$ cat config.mk
export PLATFORM = sky130hd
export DESIGN_NAME = fault_lut3_cell
export DESIGN_NICKNAME = d
export VERILOG_FILES = /design/src/rtl/fl3_pkg.sv /design/src/rtl/fl3_decode.sv /design/src/rtl/fl3_sel_reg.sv /design/src/rtl/fl3_eval.sv /design/src/rtl/fault_lut3_cell.sv
export SDC_FILE = /design/constraint.sdc
export NUM_CORES = 1
export LEC_CHECK = 0
export CORE_AREA = 2 2 39 41
export CTS_CLUSTER_DIAMETER = 150
export DETAILED_ROUTE_END_ITERATION = 10
export DIE_AREA = 0 0 41 43
export GPL_TIMING_DRIVEN = 0
export PLACE_DENSITY = 0.67
export SYNTH_ARGS = -nofsm -noshare
export SYNTH_HDL_FRONTEND = slang
export SYNTH_HIERARCHICAL = 1
export SYNTH_SLANG_ARGS = --single-unit
export TNS_END_PERCENT = 30
$ cat constraint.sdc
create_clock -name clk -period 1.4 [get_ports clk]
set_input_delay 0.14 -clock clk [delete_from_list [all_inputs] [get_ports clk]]
set_output_delay 0.14 -clock clk [all_outputs]
set_load 0.02 [all_outputs]
$ cat src/rtl/fl3_pkg.sv
package fl3_pkg;
  localparam int IDX_W = 3;
  localparam int ENTRIES = 1 << IDX_W;

  typedef struct packed {
    logic             hit;
    logic             obs;
    logic [IDX_W-1:0] idx;
  } fl3_sel_t;
endpackage

$ cat src/rtl/fl3_decode.sv
module fl3_decode
  import fl3_pkg::*;
#(
  parameter int ID_W    = 8,
  parameter int CELL_ID = 1
) (
  input  logic              clk,
  input  logic              rst_n,
  input  logic              inj_en,
  input  logic [ID_W-1:0]   inj_gate,
  input  logic signed [3:0] inj_bit,
  input  logic              inj_obs,
  output fl3_sel_t          sel_d
);
  localparam logic [ID_W-1:0] MY_ID = ID_W'(CELL_ID);

  logic id_match;
  logic bit_ok;

  always_comb begin
    id_match  = inj_en && (inj_gate == MY_ID) && (inj_gate != '0);
    bit_ok    = (inj_bit >= 0);
    sel_d.hit = id_match && bit_ok;
    sel_d.obs = inj_obs;
    sel_d.idx = inj_bit[IDX_W-1:0];
  end

  assert_neg_bit_unsel_R6: assert property (@(posedge clk) disable iff (!rst_n)
    inj_bit[3] |-> !sel_d.hit);
  assert_select_needs_id_R2: assert property (@(posedge clk) disable iff (!rst_n)
    sel_d.hit |-> (inj_en && inj_gate == MY_ID && inj_gate != '0));
endmodule

$ cat src/rtl/fl3_sel_reg.sv
module fl3_sel_reg
  import fl3_pkg::*;
(
  input  logic     clk,
  input  logic     rst_n,
  input  logic     load_en,
  input  fl3_sel_t sel_d,
  output fl3_sel_t sel_q
);
  fl3_sel_t sel_nx;

  always_comb begin
    sel_nx = sel_q;
    if (load_en) sel_nx = sel_d;
  end

  always_ff @(posedge clk or negedge rst_n) begin
    if (!rst_n) sel_q <= '0;
    else        sel_q <= sel_nx;
  end

  assert_capture_on_edge_R7: assert property (@(posedge clk) disable iff (!rst_n)
    load_en |=> (sel_q == $past(sel_d)));
  assert_reset_clears_R8: assert property (@(posedge clk)
    !rst_n |-> !sel_q.hit);
endmodule

$ cat src/rtl/fl3_eval.sv
module fl3_eval
  import fl3_pkg::*;
#(
  parameter logic [ENTRIES-1:0] TRUTH = 8'b1110_1000
) (
  input  logic             clk,
  input  logic             rst_n,
  input  logic [IDX_W-1:0] idx,
  input  fl3_sel_t         sel_q,
  output logic             y,
  output logic             mark
);
  logic [ENTRIES-1:0] flip_mask;
  logic [ENTRIES-1:0] eff_table;
  logic               at_sel;

  for (genvar e = 0; e < ENTRIES; e++) begin : g_mask
    assign flip_mask[e] = sel_q.hit && !sel_q.obs && (sel_q.idx == IDX_W'(e));
  end

  always_comb begin
    eff_table = TRUTH ^ flip_mask;
    at_sel    = (idx == sel_q.idx);
    y         = eff_table[idx];
    mark      = sel_q.hit && sel_q.obs && at_sel;
  end

  assert_unsel_plain_R1: assert property (@(posedge clk) disable iff (!rst_n)
    !sel_q.hit |-> (y == TRUTH[idx]));
  assert_alter_flips_R3: assert property (@(posedge clk) disable iff (!rst_n)
    (sel_q.hit && !sel_q.obs && idx == sel_q.idx) |-> (y != TRUTH[idx]));
  assert_observe_keeps_R4: assert property (@(posedge clk) disable iff (!rst_n)
    (sel_q.hit && sel_q.obs) |-> (y == TRUTH[idx]));
  assert_mark_only_observe_R5: assert property (@(posedge clk) disable iff (!rst_n)
    mark |-> (sel_q.hit && sel_q.obs));
endmodule

$ cat src/rtl/fault_lut3_cell.sv
module fault_lut3_cell
  import fl3_pkg::*;
#(
  parameter logic [7:0] TRUTH   = 8'b1110_1000,
  parameter int         CELL_ID = 1,
  parameter int         ID_W    = 8
) (
  input  logic              clk,
  input  logic              rst_n,
  input  logic              in_a,
  input  logic              in_b,
  input  logic              in_c,
  input  logic              inj_en,
  input  logic [ID_W-1:0]   inj_gate,
  input  logic signed [3:0] inj_bit,
  input  logic              inj_obs,
  output logic              y,
  output logic              mark
);
  fl3_sel_t         sel_d;
  fl3_sel_t         sel_q;
  logic [IDX_W-1:0] idx;

  assign idx = {in_a, in_b, in_c};

  fl3_decode #(.ID_W(ID_W), .CELL_ID(CELL_ID)) u_decode (
    .clk      (clk),
    .rst_n    (rst_n),
    .inj_en   (inj_en),
    .inj_gate (inj_gate),
    .inj_bit  (inj_bit),
    .inj_obs  (inj_obs),
    .sel_d    (sel_d)
  );

  fl3_sel_reg u_sel_reg (
    .clk     (clk),
    .rst_n   (rst_n),
    .load_en (1'b1),
    .sel_d   (sel_d),
    .sel_q   (sel_q)
  );

  fl3_eval #(.TRUTH(TRUTH)) u_eval (
    .clk   (clk),
    .rst_n (rst_n),
    .idx   (idx),
    .sel_q (sel_q),
    .y     (y),
    .mark  (mark)
  );
endmodule

==> reports/metrics.csv <==
stage,metric,value,unit
yosys,yosys_warnings,6,
status,status,"finished, violations left",
global_routing,gr-usage-all-layers,11.4,%
hold_path,worst_hold_path_type,input pin to async pin,
clock_network,root_buffer,clkbuf_4,
die,initial_utilization,29.1,%
timing,min_period,1.50,ns
global_routing,grt_max_degree,9,
global_routing,grt_remaining_overflow,0,
finish,layout-drive-gt1-share,32.8,%
die,die_w,41,um
worst_setup_path,cp.arrival,1.36,ns
pwr,powerDensity,727,mW/mm^2
timing,min_period_over_period,107,%
detailed_routing,drtPass1Iterations,2,
die,rows,14,
clock_network,numCtsBuffers,3,
worst_setup_path,required,1.26,ns
detailed_routing,remaining_drc_errors,0,
die,die_y,43,um
clock_network,clock_sinks,5,
detailed_routing,vias_per_cell,4.54,
finish,area_delta_synth_final,53.7,%
die,fp.coreArea,0.00138,sq mm
finish,layout_common_cells,"12 x clkdlybuf4s50_1, 6 x buf_4, 5 x mux2_2, 5 x conb_1, 5 x dfrtp_1",
timing,slew_violations,0,
clock_network,clk_pin_slew,0.04,ns
clock_network,cts.path.max_buffers,2,
finish,layout_commonest_cell,clkdlybuf4s50_1,
worst_setup_path,crit_fanout,4,
die,ios,21,
worst_setup_path,cp-start-kind,register,
timing,setup_ws,-0.0976,ns
timing,finalSetupViolations,2,
global_routing,antenna_found_initial,0,
worst_setup_path,crit_type,register to output pin,
timing,rsz0062_at_grt,yes,
finish,register_area,125,sq um
yosys,ys_types,23,
worst_setup_path,crit_path_end_kind,output pin,
finish,multi_input_area,251,sq um
placement,gp_congestion,0.572,
global_routing,grt_pass1_wl,1370,um
pwr,p_leak,0.269,nW
detailed_routing,ant_nets,0,
timing,finalHoldViolCount,0,
yosys,ys_ff_latch,5,
timing,clock.fmax,668,MHz
clock_network,h-tree-depth,1,
finish,fin_util,44.8,%
yosys,ys_seq_area_share,31.1,%
detailed_routing,first_iter_violations,2,
detailed_routing,wire_per_inst,9.80,um
yosys,netlist_instances,39,
job,drv_cap,0,
finish,largest-register,u_sel_reg/sel_q,
yosys,syn_area_per_cell,10.3,sq um
detailed_routing,wirelength,784,um
finish,fillerInstances,153,
global_routing,grt_pass1_vias,344,
die,die_area,0.00176,sq mm
clock_network,cts_tree,built,
placement,io_buffers,16,
pwr,vdd.ir_drop.worst,406,uV
detailed_routing,vias,363,
finish,final_net_count,84,
finish,antenna-diode-count,0,
finish,largest_reg_flops,5,
yosys,syn_area,403,sq um
placement,pre_cts_ws,-0.696,ns
status,violations,setup timing,
finish,reg_top3,u_sel_reg/sel_q (5),
## through the flow
stage / instances / instance area (sq um) / total power [mW] / hold slack (ns) / setup TNS, ns
after floorplan: 43 / 418 / 0.233 / -0.156 / 0
after global placement: 75 / 598 / 0.291 / 0.373 / -1.32
after detailed placement: 75 / 598 / 0.294 / 0.380 / -1.30
after CTS: 80 / 619 / 0.464 / 0.125 / -0.142
after global routing: 80 / 619 / 0.485 / 0.133 / -0.270
final: 80 / 619 / 0.450 / 0.125 / -0.106
## how the worst max path moves through the flow
stage | from | to | slack, ns | cells past startpoint
final | u_sel_reg/sel_q[4]$_DFFE_PN0P_ | y | -0.1 | 5
after floorplan | u_sel_reg/sel_q[0]$_DFFE_PN0P_ | mark | 0.04 | 3
after detailed placement | in_c | y | -0.70 | 6
after global placement | in_c | y | -0.72 | 6
after global routing | u_sel_reg/sel_q[3]$_DFFE_PN0P_ | y | -0.19 | 5
after CTS | u_sel_reg/sel_q[3]$_DFFE_PN0P_ | y | -0.11 | 5
## report_power, final
part | total, mW | switching, mW | internal [mW]
registers | 0.173 | 0.0166 | 0.157
clock network | 0.159 | 0.0520 | 0.107
logic | 0.117 | 0.0396 | 0.0777
total | 0.450 | 0.108 | 0.342
## final cells by class
class	instances	area share, %
well taps	16	3.23
repair buffers	18	26.3
clock buffers	4	4.24
inverters	1	0.606
multi-input cells	32	40.6
plain buffers	4	4.85
flip-flops and latches	5	20.2
## layer usage
layer / share of wire [%] / GRT usage (%)
met5: 0 / 0
met4: 0 / 6.00
met3: 6.5 / 1.57
met2: 51 / 17.8
met1: 42 / 14.4
## critical path: stages (launching register included)
cell and delay [ns]:
dfrtp_1 0.39, nor3b_2 0.17, a21o_2 0.18, a31oi_1 0.16
a31oi_1 0.05, buf_2 0.16
## kinds of logic after synthesis
kind of cell | share of synthesized area [%]
buffers and inverters | 11.5
muxes | 16.5
other | 0.931
and+or+nand+nor | 18.6
DFF | 31.1
xor gates and xnor gates | 6.52
AOI/OAI and AO/OA | 14.9
## what timing repair did
item / CTS / global route
pin swaps: 1 / 0
resized for setup: 13 / 0
hold buffers: 0 / 0
endpoints found under the setup margin: 2 / 2
buffers inserted: 2 / 0
## synth_stat cells
master | instances | share of area [%]
dfrtp_1 | 5 | 31
mux2_2 | 5 | 14
buf_4 | 4 | 7.5
a21oi_1 | 2 | 2.5
a31oi_1 | 2 | 3.1
nand3_1 | 2 | 2.5
or4b_1 | 2 | 5.0
xor2_1 | 2 | 4.3
a21o_2 | 1 | 2.2
conb_1 | 1 | 0.93
dlymetal6s2s_1 | 1 | 3.1
inv_1 | 1 | 0.93
mux2i_1 | 1 | 2.5
nand2_1 | 1 | 0.93
nand3b_1 | 1 | 1.9
nor3_1 | 1 | 1.2
nor3b_1 | 1 | 1.9
nor4_2 | 1 | 3.1
o2111ai_1 | 1 | 2.2
o211ai_1 | 1 | 1.9
o211ai_2 | 1 | 3.1
or2_4 | 1 | 2.2
xnor2_1 | 1 | 2.2
(Power assumes the default switching activity.)
